===== src/rtl/stripe_pkg.sv =====
package stripe_pkg;

  typedef enum logic {
    LAYOUT_CONCAT = 1'b0,
    LAYOUT_ILV    = 1'b1
  } layout_e;

  // Target bank of word k.
  function automatic int unsigned tgt_bank(layout_e lay, int unsigned off,
                                           int unsigned k, int unsigned nb,
                                           int unsigned dp);
    if (lay == LAYOUT_CONCAT) return (off + k) / dp;
    return k % nb;
  endfunction

  // Target row of word k.
  function automatic int unsigned tgt_row(layout_e lay, int unsigned off,
                                          int unsigned k, int unsigned nb,
                                          int unsigned dp);
    if (lay == LAYOUT_CONCAT) return (off + k) % dp;
    return off + (k / nb);
  endfunction

endpackage


===== src/rtl/stripe_ctrl.sv =====
module stripe_ctrl
  import stripe_pkg::*;
#(
  parameter int LAW  = 6,
  parameter int LENW = 7
) (
  input  logic            clk,
  input  logic            rst_n,
  input  logic            desc_valid,
  input  logic [LAW-1:0]  desc_offset,
  input  logic [LENW-1:0] desc_len,
  input  logic            desc_mode,
  input  logic            in_valid,
  output logic            desc_ready,
  output logic            in_ready,
  output logic            accept,
  output logic            fire,
  output logic            last_fire,
  output logic            zero_acc,
  output logic [LAW-1:0]  off_q,
  output logic [LENW-1:0] k_q,
  output layout_e         lay_q,
  output logic            done
);

  logic            busy_q;
  logic [LENW-1:0] len_q;
  logic            done_q;

  assign desc_ready = !busy_q;
  assign in_ready   = busy_q;
  assign accept     = desc_valid && !busy_q;
  assign zero_acc   = accept && (desc_len == '0);
  assign fire       = in_valid && busy_q;
  assign last_fire  = fire && (k_q == len_q - LENW'(1));
  assign done       = done_q;

  always_ff @(posedge clk) begin
    if (!rst_n) begin
      busy_q <= 1'b0;
      len_q  <= '0;
      k_q    <= '0;
      off_q  <= '0;
      lay_q  <= LAYOUT_CONCAT;
      done_q <= 1'b0;
    end else begin
      done_q <= last_fire || zero_acc;
      if (accept) begin
        busy_q <= (desc_len != '0);
        len_q  <= desc_len;
        off_q  <= desc_offset;
        lay_q  <= layout_e'(desc_mode);
        k_q    <= '0;
      end else if (fire) begin
        k_q <= k_q + LENW'(1);
        if (last_fire) busy_q <= 1'b0;
      end
    end
  end

endmodule


===== src/rtl/stripe_route.sv =====
module stripe_route
  import stripe_pkg::*;
#(
  parameter int NBANK = 4,
  parameter int DEPTH = 16,
  parameter int DW    = 16,
  parameter int LAW   = 6,
  parameter int LENW  = 7,
  parameter int BAW   = 4
) (
  input  logic                  fire,
  input  layout_e               lay,
  input  logic [LAW-1:0]        off,
  input  logic [LENW-1:0]       k,
  input  logic [DW-1:0]         wdata,
  output logic [NBANK-1:0]      we,
  output logic [NBANK*BAW-1:0]  addr,
  output logic [NBANK*DW-1:0]   data,
  output logic                  in_range
);

  int unsigned bank_i;
  logic [31:0] row_v;

  always_comb begin
    bank_i   = tgt_bank(lay, 32'(off), 32'(k), NBANK, DEPTH);
    row_v    = tgt_row(lay, 32'(off), 32'(k), NBANK, DEPTH);
    in_range = (bank_i < NBANK) && (row_v < DEPTH);
  end

  for (genvar b = 0; b < NBANK; b++) begin : g_port
    assign we[b] = fire && in_range && (bank_i == b);
    assign addr[b*BAW +: BAW] = row_v[BAW-1:0];
    assign data[b*DW +: DW]   = wdata;
  end

endmodule


===== src/rtl/stripe_bank.sv =====
module stripe_bank #(
  parameter int DEPTH = 16,
  parameter int DW    = 16,
  parameter int BAW   = 4
) (
  input  logic           clk,
  input  logic           we,
  input  logic [BAW-1:0] waddr,
  input  logic [DW-1:0]  wdata,
  input  logic [BAW-1:0] raddr,
  output logic [DW-1:0]  rdata
);

  logic [DW-1:0] mem [DEPTH];

  always_ff @(posedge clk) begin
    if (we) mem[waddr] <= wdata;
  end

  assign rdata = mem[raddr];

endmodule


===== src/rtl/coll_stripe_top.sv =====
module coll_stripe_top
  import stripe_pkg::*;
#(
  parameter int NBANK = 4,
  parameter int DEPTH = 16,
  parameter int DW    = 16,
  localparam int BAW  = $clog2(DEPTH),
  localparam int LAW  = $clog2(NBANK * DEPTH),
  localparam int LENW = $clog2(NBANK * DEPTH + 1)
) (
  input  logic                 clk,
  input  logic                 rst_n,
  input  logic                 desc_valid,
  output logic                 desc_ready,
  input  logic [LAW-1:0]       desc_offset,
  input  logic [LENW-1:0]      desc_len,
  input  logic                 desc_mode,
  input  logic                 in_valid,
  output logic                 in_ready,
  input  logic [DW-1:0]        in_data,
  output logic [NBANK-1:0]     bank_we,
  output logic [NBANK*BAW-1:0] bank_addr,
  output logic [NBANK*DW-1:0]  bank_wdata,
  input  logic [NBANK*BAW-1:0] rd_addr,
  output logic [NBANK*DW-1:0]  rd_data,
  output logic                 done
);

  // Named internal events for the checker.
  logic            accept_w;
  logic            fire_w;
  logic            last_fire_w;
  logic            zero_acc_w;
  logic            in_range_w;
  logic [LAW-1:0]  off_w;
  logic [LENW-1:0] k_w;
  layout_e         lay_w;

  stripe_ctrl #(.LAW(LAW), .LENW(LENW)) ctrl_i (
    .clk        (clk),
    .rst_n      (rst_n),
    .desc_valid (desc_valid),
    .desc_offset(desc_offset),
    .desc_len   (desc_len),
    .desc_mode  (desc_mode),
    .in_valid   (in_valid),
    .desc_ready (desc_ready),
    .in_ready   (in_ready),
    .accept     (accept_w),
    .fire       (fire_w),
    .last_fire  (last_fire_w),
    .zero_acc   (zero_acc_w),
    .off_q      (off_w),
    .k_q        (k_w),
    .lay_q      (lay_w),
    .done       (done)
  );

  stripe_route #(
    .NBANK(NBANK), .DEPTH(DEPTH), .DW(DW),
    .LAW(LAW), .LENW(LENW), .BAW(BAW)
  ) route_i (
    .fire    (fire_w),
    .lay     (lay_w),
    .off     (off_w),
    .k       (k_w),
    .wdata   (in_data),
    .we      (bank_we),
    .addr    (bank_addr),
    .data    (bank_wdata),
    .in_range(in_range_w)
  );

  for (genvar b = 0; b < NBANK; b++) begin : g_bank
    stripe_bank #(.DEPTH(DEPTH), .DW(DW), .BAW(BAW)) bank_i (
      .clk  (clk),
      .we   (bank_we[b]),
      .waddr(bank_addr[b*BAW +: BAW]),
      .wdata(bank_wdata[b*DW +: DW]),
      .raddr(rd_addr[b*BAW +: BAW]),
      .rdata(rd_data[b*DW +: DW])
    );
  end

endmodule


===== config.mk =====
export PLATFORM = sky130hd
export DESIGN_NAME = coll_stripe_top
export DESIGN_NICKNAME = d
export VERILOG_FILES = /design/src/rtl/stripe_pkg.sv /design/src/rtl/stripe_ctrl.sv /design/src/rtl/stripe_route.sv /design/src/rtl/stripe_bank.sv /design/src/rtl/coll_stripe_top.sv
export SDC_FILE = /design/constraint.sdc
export NUM_CORES = 1
export LEC_CHECK = 0
export BUFFER_PORTS_ARGS = -buffer_cell sky130_fd_sc_hd__buf_2
export CORE_MARGIN = 2
export CORE_UTILIZATION = 40
export CTS_CLUSTER_SIZE = 40
export DETAILED_ROUTE_END_ITERATION = 8
export PLACE_DENSITY = 0.66
export SYNTH_ARGS = -nofsm -noshare
export SYNTH_HDL_FRONTEND = slang
export SYNTH_SLANG_ARGS = --single-unit

===== constraint.sdc =====
create_clock -name clk -period 3.81 [get_ports clk]
set_input_delay 0.1905 -clock clk [delete_from_list [all_inputs] [get_ports clk]]
set_output_delay 0.1905 -clock clk [all_outputs]
set_load 0.02 [all_outputs]

; Word level (Yosys, flattened, before mapping)
; Memories as Yosys holds them, arrays and structs flattened.
; Index checks and enable logic that the tools add are counted.
[totals]
wordCells = 53
n_memories = 4
input_bits = 50
out_inout_bits = 151
regBits = 23
ram_bits = 1024
[op_classes]
addsub = 4
magnitude_cmp = 2
eq_ne = 4
n_mux = 13
bitwise_logic = 1
n_reduce_logical = 19
[memory_table]
columns = memory, words, width, read_ports, rd_clocked_by_memory_dff, wr, line_no
row1 = g_bank[0].bank_i.mem, 16, 16, 1, 0, 1, stripe_bank.sv:14  ; logic [DW-1:0] mem [DEPTH];
row2 = g_bank[1].bank_i.mem, 16, 16, 1, 0, 1, stripe_bank.sv:14
row3 = g_bank[2].bank_i.mem, 16, 16, 1, 0, 1, stripe_bank.sv:14
row4 = g_bank[3].bank_i.mem, 16, 16, 1, 0, 1, stripe_bank.sv:14
[op_table]
columns = op, count
row1 = 28-bit by 2-bit == test with 1-bit output (second input constant), 2
row2 = 32-bit logical NOT, 1
row3 = 32-bit by 5-bit less-than comparator with 1-bit output (second input constant), 1
row4 = 32-bit two-way mux, 1
row5 = 28-bit by 1-bit == test with 1-bit output (second input constant), 1
row6 = 28-bit by 3-bit less-than comparator with 1-bit output (second input constant), 1
row7 = 28-bit two-way mux, 1
row8 = 1-bit two-way mux, 11
row9 = 1-bit logical AND, 10
row10 = 6-bit by 7-bit adder with 8-bit output, 1
row11 = 6-bit by 5-bit adder with 7-bit output, 1
row12 = 7-bit by 1-bit adder with 7-bit output (second input constant), 1
row13 = 7-bit == test, 1
row14 = 7-bit logical NOT, 1
row15 = 7-bit nonzero test, 1
row16 = 7-bit by 1-bit subtractor with 7-bit output (second input constant), 1
row17 = 2-bit nonzero test, 2
row18 = 2-bit AND reduction, 1
row19 = 2-bit OR reduction, 1
row20 = 1-bit logical NOT, 1
row21 = 1-bit logical OR, 1
row22 = 1-bit NOT, 1

; Depth between registers and ports, before layout
; Gate-level depths: netlist (run 1).
[depth]
ltp_word = 8
depth_mapped = 11
mapped_depth_nobuf = 9

; Hierarchy
; From an unflattened synthesis (run 1), not the netlist that was laid out.
[hier_totals]
hier_cells = 1937
area_unflattened_um2 = 41053.1
[modules_own_cells]
columns = module, area_per_inst_um2, seq_area_each_um2, n_inst, cells_each
row1 = stripe_bank, 9723.1, 7687.4, 4, 416
row2 = stripe_route, 1117.3, 0.0, 1, 143
row3 = stripe_ctrl, 1043.5, 460.4, 1, 130

; Worst setup path before layout (run 1)
; OpenSTA, ideal clock, no wires.
[synth_timing]
path_kind = flip-flop to flip-flop
start = register ctrl_i.k_q[0]
end = memory g_bank[3].bank_i.mem[13][0], enable pin
arrival_ns = 3.666
path_buffers = 2
slack_ns = -0.287
path_stages_with_launch = 11
required_ns = 3.380
setup_ns = 0.430
synth_period_minus_slack_ns = 4.097
path_cell_list = dfxtp_1 ha_1 inv_1 fa_1 nor2b_1 o31a_1 and4b_1 a221oi_2 buf_4 buf_4 nor4_1
[synth_via]
elab_chain_len = 8
elab_cells_between_ends = 11
cone_classes = add/sub (1) / order compare (2) / eq/ne (1) / mux (4) / reduce/logical (3)
[synth_lines]
columns = item, line_no
row1 = start: declaration, stripe_ctrl.sv:21  ; output logic [LENW-1:0] k_q,
row2 = start signal: assignment, stripe_ctrl.sv:55  ; k_q <= k_q + LENW'(1);
row3 = 6-bit by 7-bit adder with 8-bit output, stripe_pkg.sv:12  ; if (lay == LAYOUT_CONCAT) return (off + k) / dp;
row4 = 32-bit two-way mux / 28-bit two-way mux (equally long branches), "stripe_pkg.sv:21, stripe_pkg.sv:13"
row5 = 32-bit by 5-bit less-than comparator with 1-bit output / 28-bit by 3-bit less-than comparator with 1-bit output (equally long branches), stripe_route.sv:28  ; in_range = (bank_i < NBANK) && (row_v < DEPTH);
row6 = 1-bit logical AND, stripe_route.sv:28
row7 = 1-bit logical AND (2 in series), stripe_route.sv:32  ; assign we[b] = fire && in_range && (bank_i == b);
row8 = 1-bit two-way mux, stripe_bank.sv:17  ; if (we) mem[waddr] <= wdata;
row9 = 1-bit two-way mux (not written as such), stripe_bank.sv:17
row10 = end: declaration, stripe_bank.sv:14
; Parallel ways exist; a longest one is shown, timed or not.

; Final worst setup path (run 1)
[layout_timing]
start = register ctrl_i.k_q[4]
end = output port bank_we[0]
[layout_via]
elab_chain_len = 6
elab_cells_between_ends = 10
cone_classes = add/sub (2) / order compare (2) / mux (2) / reduce/logical (4)
[layout_lines]
columns = item, line_no
row1 = 6-bit by 7-bit adder with 8-bit output / 6-bit by 5-bit adder with 7-bit output (equally long branches), "stripe_pkg.sv:12, stripe_pkg.sv:21"
row2 = 28-bit two-way mux / 32-bit two-way mux (equally long branches), "stripe_pkg.sv:13, stripe_pkg.sv:21"
row3 = 28-bit by 3-bit less-than comparator with 1-bit output / 32-bit by 5-bit less-than comparator with 1-bit output (equally long branches), stripe_route.sv:28
row4 = 1-bit logical AND, stripe_route.sv:28
row5 = 1-bit logical AND, stripe_route.sv:32
row6 = 1-bit logical AND *, stripe_route.sv:32
row7 = end: declaration, coll_stripe_top.sv:21  ; output logic [NBANK-1:0] bank_we,
; Every way passes the cells marked *; elsewhere a longest branch is shown, timed or not.

==> results of run 1 <==
[repair_timing]
action	in CTS	in global routing
pin swaps	1	0
hold buffers	31	0
gates cloned	1	0
setup endpoints to repair	4	18
resized for setup	1	9
hold endpoints to repair	17	0
setup buffers	1	0
[registers in the layout (all words and copies together) (netlist names)]
register / count
ctrl_i.done: 1
ctrl_i.in_ready: 1
ctrl_i.k_q: 7
ctrl_i.lay_q: 1
ctrl_i.len_q: 7
ctrl_i.off_q: 6
g_bank.bank_i.mem: 1024
[routing by layer]
layer	track usage (%)	up-vias	share of wire [%]	wire length (um)
li1	-	8187	-	-
met1	24.0	10500	41	38600
met2	30.1	757	51	48300
met3	2.73	126	6.5	6150
met4	4.95	2	2.1	2030
met5	0	-	0.015	14
[worst min path at each step]
stage | startpoint | end | slack [ps] | depth (start not counted)
3_5_place_dp | desc_offset[3] | ctrl_i.off_q[3]$_SDFFE_PN0P_ | 460 | 3
5_1_grt | in_data[6] | g_bank[2].bank_i.mem[8][6]$_DFFE_PP_ | 60 | 1
4_1_cts | in_data[6] | g_bank[2].bank_i.mem[9][6]$_DFFE_PP_ | 30 | 1
6_report | in_data[6] | g_bank[0].bank_i.mem[14][6]$_DFFE_PP_ | 60 | 1
3_3_place_gp | desc_offset[1] | ctrl_i.off_q[1]$_SDFFE_PN0P_ | 450 | 3
2_1_floorplan | in_data[0] | g_bank[0].bank_i.mem[0][0]$_DFFE_PP_ | 290 | 0
[synth_stat cells, types with 2 or more instances]
cell	number
edfxtp_1	1024
mux4_2	320
buf_4	84
nand2_1	56
clkbuf_1	43
buf_2	40
nor4_1	33
nor4_2	33
dfxtp_1	23
nor2_1	21
a21boi_0	14
ha_1	13
a21oi_1	10
inv_1	10
xnor2_1	10
buf_1	8
nand3_1	7
o21ai_0	7
xor2_1	7
nor2b_1	6
nor3_1	6
buf_6	4
nand4_1	4
and3_1	3
or4_1	3
a2111oi_0	2
a21o_1	2
a32oi_1	2
clkbuf_2	2
fa_1	2
inv_2	2
nand2b_1	2
[logic make-up (layout without fill, tap and decap cells)]
kind of cell,after synthesis,after routing,share of synthesized area [%]
DFF,1047,1047,75.4
adders and majority gates,15,15,0.490
muxes,321,321,17.4
and+or+nand+nor,181,181,2.78
xor gates and xnor gates,17,17,0.360
AOI/OAI and AO/OA,49,50,0.828
buffers and inverters,194,528,2.72
other,0,2,0
[stage by stage]
step           utilization, %  TNS, ps  setup slack (ps)  power [mW]  cells
2_1_floorplan               -   -54110              -273        13.9   1824
3_3_place_gp             43.3        0               356        14.5   3328
3_5_place_dp             43.3        0               314        14.5   3328
4_1_cts                  46.7        0              3.91        23.9   3539
5_1_grt                  46.7        0            0.0113        24.4   3539
6_report                 46.7        0               143        23.7   3541
[power by group]
group / total (mW) / internal (mW) / switching, mW
Sequential: 12.7 / 12.7 / 0.0258
Combinational: 1.57 / 0.579 / 0.993
Clock: 9.41 / 5.27 / 4.14
[layout make-up]
type                            count  share of cell area [%]
Multi-Input combinational cell    584                    20.2
Clock inverter                     57                    1.04
Antenna cell                        2                  0.0104
Clock buffer                      121                    5.41
Timing Repair Buffer              337                    4.74
Sequential cell                  1047                    64.9
Inverter                           13                   0.104
Tap cell                         1380                    3.59
==> metrics.txt, run 1 <==
worst reg-to-reg setup slack=around 280 ps; initial antenna violation count=3; Post-synth EDFFs=1024; Hold WS=~65 ps; # clock sinks=1047; leading register cell type out of synthesis=edfxtp_1; root buffer cell=clkbuf_16; fin crit share=between 90 and 100%; post-synthesis sequential area ratio=about three quarters; max-cap violations=0; Synth area leaders=edfxtp_1 74%, mux4_2 17%, buf_4 1.5%; Max VDD drop=between 0.3 and 0.4 mV; final hold violation count=0; Synth cell types=53; GP Congestion=about 0.82; IO Count=201; Yosys Warn Count=0; clk slew on worst S/H paths=60 ps; Slowest cell on crit path=or4_1; CTS tree=done; run status=finished, final reports clean; fill cell count=approximately 8300; worst-path maximum fanout=33; most frequent cells in the layout=1024 x edfxtp_1, 320 x mux4_2, 196 x buf_2, 101 x clkbuf_16, 96 x buf_4; Worst EP arrival=roughly 3500 ps; worst r2r src=ctrl_i.off_q[0]$_SDFFE_PN0P_; post-DR vias/cell=about 5.5; Clock Latency Late Sink=around 660 ps; clock skew=between 20 and 30 ps; vias in the first global route=~20000; Final ANT Viol Nets=0; FP Rows=about 120; die width=around 330 um; residual DRC count=0; Lkg Pwr=approximately 15 nW; initial core utilization=~40%; Reg area=between 30000 and 40000 sq um; crit path launch=ctrl_i.k_q[4]$_SDFFE_PP0P_; H-tree Lvls=3; Gate Count Post-Synth=around 1800; Critical Path End Type=output port; Fmax=273 MHz; drt first pass iters=5; CP required=3620 ps; synthesized flop and latch total=1047; worst rel slew slack=between 10% and 20%; CP delay by family, top=simple AND/OR/NAND/NOR gates; TritonCTS Buffers=between 90 and 100; buffers added on ports=200; worst-margin pin slew=roughly 1200 ps; largest net degree at the start of global routing=between 60 and 70; first-pass GRT wire length=~140000 um; Area Growth Syn to Fin=16.2%; die area=between 100000 and 150000 sq um; WL per Instance=roughly 27 um; gr usage total=about 18%; FFs w/ async S/R, synth=0%; Max Root-Sink Buffers=3; final-report max-slew violation count=0; DP Area=44600 sq um; number of cells on the critical path=9; Worst Setup Path Type=reg -> out; core footprint=about 100000 sq um; HP Class=in -> reg; remaining global-route overflow=0; RSZ-0062 raised after global routing=no; CP startpoint kind=register; Bufs and invs on worst path=3; PwrDens=492 nW/um^2; HPWL Detailed=just under 60000 um; Worst Reg-to-Reg Cells=9; Nets=between 2000 and 2500; syn avg cell area=roughly 23 sq um; delay of the slowest critical-path stage=between 500 and 600 ps; clock period minus worst slack=roughly 3700 ps; share of cells above drive strength 1=approximately two fifths; CP Cell Sequence=ha_1 -> a21oi_1 -> nand2_1 -> or4_1 -> and3_4 -> buf_6 -> nor3_1 -> buf_4 -> buf_2; Synth top area share=74.3%; Mapped Area=a little over 40000 sq um; wirelength, routed=about 95000 um; via count=approximately 20000; Synth area leader=edfxtp_1; area of the multi-input gates=slightly below 10000 sq um; most common cell after layout, fill and taps aside=edfxtp_1; FF-to-FF End=g_bank[0].bank_i.mem[6][14]$_DFFE_PP_; Final Setup Violations=0; Die Y=roughly 330 um; crit path to=bank_we[0]; Mapped Nets=between 1500 and 2000; final non-filler cell area=~48000 sq um; DR iter-0 viols=1890
No activity file was read; power rests on OpenSTA's default activity.
==> run 2: changes to the inputs <==
--- a/config.mk
+++ b/config.mk
@@ -5,12 +5,15 @@
 export SDC_FILE = /design/constraint.sdc
 export NUM_CORES = 1
 export LEC_CHECK = 0
-export BUFFER_PORTS_ARGS = -buffer_cell sky130_fd_sc_hd__buf_2
+export BUFFER_PORTS_ARGS = -buffer_cell sky130_fd_sc_hd__buf_4
+export CELL_PAD_IN_SITES_DETAIL_PLACEMENT = 2
+export CELL_PAD_IN_SITES_GLOBAL_PLACEMENT = 2
 export CORE_MARGIN = 2
 export CORE_UTILIZATION = 40
 export CTS_CLUSTER_SIZE = 40
 export DETAILED_ROUTE_END_ITERATION = 8
-export PLACE_DENSITY = 0.66
+export PLACE_DENSITY = 0.77
+export SETUP_SLACK_MARGIN = 0.2
 export SYNTH_ARGS = -nofsm -noshare
 export SYNTH_HDL_FRONTEND = slang
 export SYNTH_SLANG_ARGS = --single-unit
==> metrics.txt, run 2 (same netlist as run 1, synthesis figures left out) <==
die width=~330 um; Hold Crit Start=in_data[14]; run status=finished, final reports clean; wirelength, routed=around 140000 um; final worst setup slack=152 ps; Nets=2152; Top reg by flops=g_bank.bank_i.mem; Die Y=roughly 330 um; most frequent cells in the layout=1024 x edfxtp_1, 320 x mux4_2, 287 x buf_4, 111 x clkbuf_16, 49 x nor4_4; Max VDD drop=0.570 mV; post-placement setup slack=approximately 53 ps; post-DR vias/cell=slightly above 6; IO Count=about 200; drt first pass iters=7; worst hold endpoint=g_bank[0].bank_i.mem[11][14]$_DFFE_PP_; GP Congestion=slightly above 0.8; buffers added on ports=200; largest net degree at the start of global routing=a little under 70; RSZ-0062 raised after global routing=no; core footprint=about 100000 sq um; CP startpoint kind=register; Area Growth Syn to Fin=18.6%; Fmax=between 200 and 300 MHz; max reg flops=1024; share of cells above drive strength 1=between 40 and 50%; biggest regs=g_bank.bank_i.mem: 1024 flops, ctrl_i.k_q: 7 flops, ctrl_i.len_q: 7 flops; final hold violation count=0; worst r2r src=ctrl_i.off_q[0]$_SDFFE_PN0P_; Worst EP arrival=approximately 4000 ps; CTS tree=done; Worst Reg-to-Reg Cells=9; worst-path maximum fanout=16; gr usage total=25.7%; first-pass GRT wire length=about 190000 um; DR iter-0 viols=between 2000 and 3000; fill cell count=between 9000 and 10000; H-tree Lvls=3; CP required=between 4000 and 5000 ps; DP Area=45000 sq um; fin crit share=between 90% and 100%; clk slew on worst S/H paths=about 60 ps; root buffer cell=clkbuf_16; final-report max-slew violation count=0; worst reg-to-reg setup slack=about 150 ps; Worst Setup Path Type=reg -> reg; FF-to-FF End=g_bank[3].bank_i.mem[4][0]$_DFFE_PP_; die area=106000 sq um; worst rel slew slack=29.6%; Critical Path End Type=register; vias in the first global route=around 23000; WL per Instance=between 30 and 40 um; clock skew=around 29 ps; Max Root-Sink Buffers=3; final non-filler cell area=49100 sq um; TritonCTS Buffers=110; Final ANT Viol Nets=0; Clock Latency Late Sink=700 ps; # clock sinks=approximately 1000; HP Class=in -> reg; most common cell after layout, fill and taps aside=edfxtp_1; residual DRC count=0; Lkg Pwr=15.4 nW; total power=25.4 mW; HPWL Detailed=~74000 um; Hold Path Stages=1; Final Setup Violations=0; PwrDens=just over 500 nW/um^2; remaining global-route overflow=0; clock period minus worst slack=roughly 3700 ps; max-cap violations=0; initial core utilization=between 40 and 50%; FP Rows=~120; worst-margin pin slew=between 1000 and 1500 ps; via count=between 20000 and 25000; initial antenna violation count=3
[run 2: metrics by stage]
stage	util [%]	hold slack [ps]	instances	TNS [ps]
3_5_place_dp	43.6	473	3310	0
3_3_place_gp	43.6	463	3310	0
2_1_floorplan	-	289	1824	-54110
4_1_cts	47.6	139	3554	0
5_1_grt	47.6	147	3556	0
6_report	47.6	125	3557	0
[run 2: area by class of cell]
type / instances / area (sq um) / area share (%)
clock inverters: 63 / 609 / 1.24
well taps: 1380 / 1730 / 3.52
inverters: 13 / 51.3 / 0.105
clock buffers: 138 / 2880 / 5.86
diodes: 1 / 2.50 / 0.00510
multi-input cells: 583 / 9820 / 20.0
flip-flops and latches: 1047 / 31200 / 63.6
repair buffers: 332 / 2770 / 5.65
[run 2: routing by layer]
layer  up-vias  global-route usage, %  share of wire [%]
met4         2                   8.08                3.3
met5         -                      0             0.0051
met2      1258                   43.7                 51
li1       8191                      -                  -
met1     11900                   33.6                 38
met3       232                   4.60                7.4
[run 2: worst max-delay path by stage]
stage | start | to | slack [ps]
finish | ctrl_i.off_q[0]$_SDFFE_PN0P_ | g_bank[3].bank_i.mem[4][0]$_DFFE_PP_ | 150
global route | ctrl_i.off_q[0]$_SDFFE_PN0P_ | bank_we[1] | 160
CTS | ctrl_i.off_q[2]$_SDFFE_PN0P_ | g_bank[0].bank_i.mem[15][11]$_DFFE_PP_ | 100
detailed placement | ctrl_i.k_q[3]$_SDFFE_PP0P_ | g_bank[1].bank_i.mem[10][2]$_DFFE_PP_ | 50
global placement | ctrl_i.k_q[4]$_SDFFE_PP0P_ | g_bank[3].bank_i.mem[9][2]$_DFFE_PP_ | 470
floorplan | ctrl_i.k_q[0]$_SDFFE_PP0P_ | g_bank[2].bank_i.mem[0][0]$_DFFE_PP_ | -270
[run 2: timing repair]
| action | in CTS | in global routing |
|---|---|---|
| endpoints found under the hold margin | 17 | 0 |
| setup endpoints to repair | 814 | 706 |
| cloned | 3 | 0 |
| pin swaps | 5 | 2 |
| hold buffers | 29 | 0 |
| buffers inserted | 11 | 2 |
| resized for setup | 23 | 23 |
[run 2: critical path, cell delays in order, from the launching register on]
cell	delay (ps)
dfxtp_2	370
ha_4	170
inv_1	80
fa_2	560
nor2b_1	380
a32oi_1	190
nor2_1	290
nand2_1	420
nor4_2	410
buf_4	410
[run 2: report_power, final]
group	total, mW	switching, mW	internal [mW]
registers	12.7	0.0304	12.7
logic	1.80	1.13	0.669
clock network	10.9	4.90	5.98
